**config.mk**
```make
export PLATFORM = sky130hd
export DESIGN_NAME = sat_top
export DESIGN_NICKNAME = d
export VERILOG_FILES = /design/src/rtl/sat_pkg.sv /design/src/rtl/sat_seg_regs.sv /design/src/rtl/sat_boot_ctl.sv /design/src/rtl/sat_xlate.sv /design/src/rtl/sat_top.sv
export SDC_FILE = /design/constraint.sdc
export NUM_CORES = 1
export LEC_CHECK = 0
export BUFFER_PORTS_ARGS = -buffer_cell sky130_fd_sc_hd__buf_2
export CAP_MARGIN = 0
export CORE_ASPECT_RATIO = 1.2
export CORE_MARGIN = 3
export CORE_UTILIZATION = 50
export DETAILED_ROUTE_END_ITERATION = 12
export PLACE_DENSITY = 0.76
export SETUP_SLACK_MARGIN = 0.3
export SYNTH_ARGS = -nofsm -noshare
export SYNTH_HDL_FRONTEND = slang
export SYNTH_HIERARCHICAL = 1
export SYNTH_SLANG_ARGS = --single-unit
```
**constraint.sdc**
```tcl
create_clock -name clk -period 3.94 [get_ports clk]
set_clock_uncertainty 0.05 [all_clocks]
set_input_delay 0.197 -clock clk [delete_from_list [all_inputs] [get_ports clk]]
set_output_delay 0.197 -clock clk [all_outputs]
set_load 0.02 [all_outputs]
```
**src/rtl/sat_pkg.sv**
```systemverilog
package sat_pkg;
  typedef enum logic {
    XL_BYPASS  = 1'b0,
    XL_SEGMENT = 1'b1
  } xl_mode_e;

  typedef enum logic {
    HALF_UPPER = 1'b0,
    HALF_LOWER = 1'b1
  } reg_half_e;
endpackage

```
**src/rtl/sat_seg_regs.sv**
```systemverilog
module sat_seg_regs
  import sat_pkg::*;
#(
  parameter int NSEG    = 4,
  parameter int SEG_W   = 24,
  parameter int UPPER_W = 8,
  parameter int DATA_W  = 16,
  parameter int FIELD_W = 12,
  parameter int IDX_W   = $clog2(NSEG),
  parameter int OFF_W   = IDX_W + 1
) (
  input  logic                            clk,
  input  logic                            rst_n,
  input  logic                            wr_en,
  input  logic [OFF_W-1:0]                wr_off,
  input  logic [DATA_W-1:0]               wr_data,
  output logic [NSEG-1:0][FIELD_W-1:0]    base_field
);
  localparam int LOWER_W = SEG_W - UPPER_W;

  logic [NSEG-1:0][SEG_W-1:0] seg_q;
  logic [NSEG-1:0]            wr_lo;
  logic [NSEG-1:0]            wr_hi;
  logic [IDX_W-1:0]           wr_idx;
  reg_half_e                  wr_half;

  assign wr_idx  = wr_off[OFF_W-1:1];
  assign wr_half = reg_half_e'(wr_off[0]);

  for (genvar i = 0; i < NSEG; i++) begin : g_seg
    assign wr_lo[i] = wr_en && (wr_idx == IDX_W'(i)) && (wr_half == HALF_LOWER);
    assign wr_hi[i] = wr_en && (wr_idx == IDX_W'(i)) && (wr_half == HALF_UPPER);

    always_ff @(posedge clk or negedge rst_n) begin
      if (!rst_n) begin
        seg_q[i] <= '0;
      end else if (wr_lo[i]) begin
        seg_q[i][LOWER_W-1:0] <= wr_data[LOWER_W-1:0];
      end else if (wr_hi[i]) begin
        seg_q[i][SEG_W-1:LOWER_W] <= wr_data[UPPER_W-1:0];
      end
    end

    assign base_field[i] = seg_q[i][FIELD_W-1:0];


    lower_write_chk: assert property (@(posedge clk) disable iff (!rst_n)
      wr_lo[i] |=> (seg_q[i][LOWER_W-1:0] == $past(wr_data[LOWER_W-1:0]))
                && (seg_q[i][SEG_W-1:LOWER_W] == $past(seg_q[i][SEG_W-1:LOWER_W])));


    upper_write_chk: assert property (@(posedge clk) disable iff (!rst_n)
      wr_hi[i] |=> (seg_q[i][SEG_W-1:LOWER_W] == $past(wr_data[UPPER_W-1:0]))
                && (seg_q[i][LOWER_W-1:0] == $past(seg_q[i][LOWER_W-1:0])));


    seg_hold_chk: assert property (@(posedge clk) disable iff (!rst_n)
      !(wr_lo[i] || wr_hi[i]) |=> $stable(seg_q[i]));
  end


  one_target_chk: assert property (@(posedge clk) disable iff (!rst_n)
    $onehot0({wr_lo, wr_hi}));
endmodule

```
**src/rtl/sat_boot_ctl.sv**
```systemverilog
module sat_boot_ctl (
  input  logic clk,
  input  logic rst_n,
  input  logic boot_rst,
  input  logic init_we,
  input  logic init_bit,
  output logic from_reset
);
  logic load_init;

  assign load_init = init_we && !boot_rst;

  always_ff @(posedge clk or negedge rst_n) begin
    if (!rst_n) begin
      from_reset <= 1'b1;
    end else if (boot_rst) begin
      from_reset <= 1'b1;
    end else if (load_init) begin
      from_reset <= init_bit;
    end
  end


  boot_set_chk: assert property (@(posedge clk) disable iff (!rst_n)
    boot_rst |=> from_reset);


  init_load_chk: assert property (@(posedge clk) disable iff (!rst_n)
    (init_we && !boot_rst) |=> (from_reset == $past(init_bit)));


  flag_hold_chk: assert property (@(posedge clk) disable iff (!rst_n)
    (!init_we && !boot_rst) |=> $stable(from_reset));
endmodule

```
**src/rtl/sat_xlate.sv**
```systemverilog
module sat_xlate
  import sat_pkg::*;
#(
  parameter int          NSEG      = 4,
  parameter int          VA_W      = 23,
  parameter int          PA_W      = 22,
  parameter int          FIELD_W   = 12,
  parameter int          GRAN      = 9,
  parameter logic [11:0] BOOT_BASE = 12'hE00,
  parameter logic [11:0] RUN_BASE  = 12'h000,
  parameter int          IDX_W     = $clog2(NSEG)
) (
  input  logic [VA_W-1:0]              va,
  input  logic [NSEG-1:0][FIELD_W-1:0] base_field,
  input  logic                         from_reset,
  output xl_mode_e                     mode,
  output logic [FIELD_W-1:0]           sel_base,
  output logic [PA_W-1:0]              pa
);
  localparam int SUM_W = PA_W - 1;

  function automatic logic [SUM_W-1:0] f_addend(input logic [FIELD_W-1:0] b);
    logic [SUM_W-1:0] w;
    w = SUM_W'(b);
    return w << GRAN;
  endfunction

  function automatic logic [PA_W-1:0] f_fold(input logic [SUM_W-1:0] s);
    return {s[SUM_W-1], s};
  endfunction

  logic [IDX_W-1:0] seg_idx;
  logic [SUM_W-1:0] sum;

  assign mode    = xl_mode_e'(va[VA_W-1]);
  assign seg_idx = va[VA_W-2 -: IDX_W];

  always_comb begin
    if (mode == XL_SEGMENT) sel_base = base_field[seg_idx];
    else if (from_reset)    sel_base = BOOT_BASE[FIELD_W-1:0];
    else                    sel_base = RUN_BASE[FIELD_W-1:0];
  end

  assign sum = va[SUM_W-1:0] + f_addend(sel_base);
  assign pa  = f_fold(sum);
endmodule

```
**src/rtl/sat_top.sv**
```systemverilog
module sat_top
  import sat_pkg::*;
#(
  parameter int NSEG    = 4,
  parameter int SEG_W   = 24,
  parameter int UPPER_W = 8,
  parameter int DATA_W  = 16,
  parameter int FIELD_W = 12,
  parameter int GRAN    = 9,
  parameter int VA_W    = 23,
  parameter int PA_W    = 22
) (
  input  logic                    clk,
  input  logic                    rst_n,
  input  logic [VA_W-1:0]         cpu_addr,
  input  logic                    reg_we,
  input  logic [$clog2(NSEG):0]   reg_off,
  input  logic [DATA_W-1:0]       reg_data,
  input  logic                    boot_rst,
  input  logic                    init_we,
  input  logic                    init_bit,
  output logic [PA_W-1:0]         phys_addr
);
  localparam int IDX_W = $clog2(NSEG);
  localparam int OFF_W = IDX_W + 1;
  localparam int SUM_W = PA_W - 1;

  logic [NSEG-1:0][FIELD_W-1:0] base_field;
  logic                         from_reset;
  xl_mode_e                     mode;
  logic [FIELD_W-1:0]           sel_base;

  sat_seg_regs #(
    .NSEG(NSEG), .SEG_W(SEG_W), .UPPER_W(UPPER_W), .DATA_W(DATA_W),
    .FIELD_W(FIELD_W), .IDX_W(IDX_W), .OFF_W(OFF_W)
  ) u_regs (
    .clk(clk), .rst_n(rst_n), .wr_en(reg_we), .wr_off(reg_off),
    .wr_data(reg_data), .base_field(base_field)
  );

  sat_boot_ctl u_boot (
    .clk(clk), .rst_n(rst_n), .boot_rst(boot_rst), .init_we(init_we),
    .init_bit(init_bit), .from_reset(from_reset)
  );

  sat_xlate #(
    .NSEG(NSEG), .VA_W(VA_W), .PA_W(PA_W), .FIELD_W(FIELD_W), .GRAN(GRAN),
    .IDX_W(IDX_W)
  ) u_xl (
    .va(cpu_addr), .base_field(base_field), .from_reset(from_reset),
    .mode(mode), .sel_base(sel_base), .pa(phys_addr)
  );


  bypass_run_chk: assert property (@(posedge clk) disable iff (!rst_n)
    (mode == XL_BYPASS && !from_reset) |-> (phys_addr[SUM_W-1:0] == cpu_addr[SUM_W-1:0]));


  bypass_base_chk: assert property (@(posedge clk) disable iff (!rst_n)
    (mode == XL_BYPASS) |-> (sel_base == (from_reset ? FIELD_W'(12'hE00) : FIELD_W'(0))));


  mirror_chk: assert property (@(posedge clk) disable iff (!rst_n)
    phys_addr[PA_W-1] == phys_addr[PA_W-2]);
endmodule

```
==> out/results.ini <==
[status]
outcome = finished, final reports clean

[sta]
slew_viol_final = 0
hold_violations = 0
finalCritPeriodShare_pct = 85.8
worstMarginPinSlew_ns = 1.03
fin_setup_tns_ns = 0
fmax_ghz = 0.296
layout_min_cycle_time_ns = 3.38
rsz0062_at_grt = false
setup_viol = 0
slew_headroom_pct = 31.3

[floorplanning]
start_util_pct = 52.6
core_area_um2 = 5370
io_pins = 70
placement_rows = 29
die_x_um = 74.6
dieHeight_um = 88.3
dieArea_um2 = 6590

[setup_path]
reg2reg_slack_ns = 3.07
worst-setup-path-type = reg2out
end_kind = output port
arrival_ns = 3.14
cpPeakStageDelay_ns = 0.46
required_ns = 3.69
cp_cell_sequence = mux4_2, and2_1, ha_1, fa_1, a21o_1, a311oi_1, o21ai_1, a21oi_1, xnor2_1, buf_2
start_kind = flip-flop
worstPathMaxFanout = 3
critical_path.slowest_cell = mux4_2

[routing]
drcViolationCount = 0
firstDrtPassIters = 4
avgViaCountPerCell = 5.56
drt_iter0_drc = 51
finalWirelength_um = 5100
ant_nets = 0
routedWlPerCell_um = 16.5
vias = 1712

[place]
dp_hpwl_um = 3810
io_buffers = 47
gp_congestion = 0.799

[clocking]
clk_pin_slew_ns = 0.09
cts.path.max_buffers = 2
htree_num_levels = 2
clock-sinks = 49
cts_setup_buffers = 0
clockRootBuffer = clkbuf_8
cts_buffers = 5
cts_resized = 0
cts_tree = built
clkLatencyLatePin_ns = 0.29
cts_hold_buf = 0

[power_and_ir_drop]
p_leak_nw = 1.45
p_per_area_nw_per_um2 = 466
max-vdd-ir-drop_mv = 0.229

[synthesis]
syn-instance-count = 207
yosys_warnings = 6
syn_avg_cell_area_um2 = 13.6
syn_nets = 267
synth_area_um2 = 2830

[finish]
post-route-util_pct = 57.7
syn_to_final_growth_pct = 9.65
num-nets-final = 305
drive_above_1_share_pct = 48.8
antenna_cells = 0

[global_route]
grt_start_max_net_pins = 50
grt_pass1_vias = 1729
grt-ovfl-total = 0
grt_pass1_wl_um = 8410
grt_usage_pct = 16.9
antenna_found_initial = 0

[job]
cap_violations = 0

[worst_hold_path]
hold_path.class = in2async

## power by group
part	switching [mW]	internal, mW
clock network	0.163	0.123
registers	0.0515	0.612
logic	0.232	0.261
total	0.447	0.996
## area by class of cell
cell class / count / area, um2
clock buffer: 5 / 68.8
tap: 62 / 77.6
timing repair buffer: 48 / 243
sequential: 49 / 1230
fill: 448 / 2270
clock inverter: 3 / 17.5
inverter: 1 / 3.75
multi-input combinational: 140 / 1460
## layout by cell type (no fill, tap or decap), drive strengths merged, types with 3 or more instances in the layout
cell,count
clkbuf,5
and2,10
buf,48
nor2,5
o21ai,6
a21o,5
mux4,12
ha,11
nand2,9
xnor2,7
dfrtp,48
mux2,48
a21oi,6
xor2,3
## metal layers
| layer | share of wire, % | vias up | wire, um | GRT usage, % |
|---|---|---|---|---|
| met5 | 0 | - | 0 | 0 |
| met4 | 1.4 | 0 | 73 | 5.02 |
| met3 | 4.3 | 6 | 219 | 2.61 |
| met2 | 49 | 42 | 2510 | 28.3 |
| met1 | 45 | 831 | 2300 | 22.7 |
| li1 | - | 833 | - | - |
## final timing paths
check / start / end / depth (start not counted)
worst max-delay path: u_regs/base_field[36] / phys_addr[17] / 10
worst min-delay path: rst_n / u_regs/base_field[19] / 1
worst max register to register: u_boot/from_reset / u_boot/from_reset / 2
worst min register to register: u_regs/base_field[17] / u_regs/base_field[17] / 1
max in group asynchronous: rst_n / u_regs/base_field[41] / 1
min in group clk: boot_rst / u_boot/from_reset / 2
## stage by stage
step	cell area, um2	power (mW)	instances	worst slack, ns	hold slack [ns]
6_report	3100	1.44	308	0.558	0.0142
5_1_grt	3100	1.54	308	0.349	0.0437
4_1_cts	3100	1.46	308	0.545	0.0371
3_5_place_dp	3010	1.17	300	0.637	0.344
3_3_place_gp	3010	1.15	300	0.664	0.344
2_1_floorplan	2830	1.05	207	0.932	-0.149
## state kept, by name, summed over array words and instances (netlist names)
name               flops
u_regs/base_field     48
u_boot/from_reset      1
## worst max-delay path, delay by kind of cell, from the launching register on
family	cells	cell delay, ns
AOI/OAI and AO/OA	4	0.89
xor gates and xnor gates	1	0.13
adders and majority gates	2	0.63
buffers and inverters	1	0.18
DFF	1	0.38
muxes	1	0.46
and+or+nand+nor	1	0.17
Note: power is estimated with default switching activity, not from simulation.
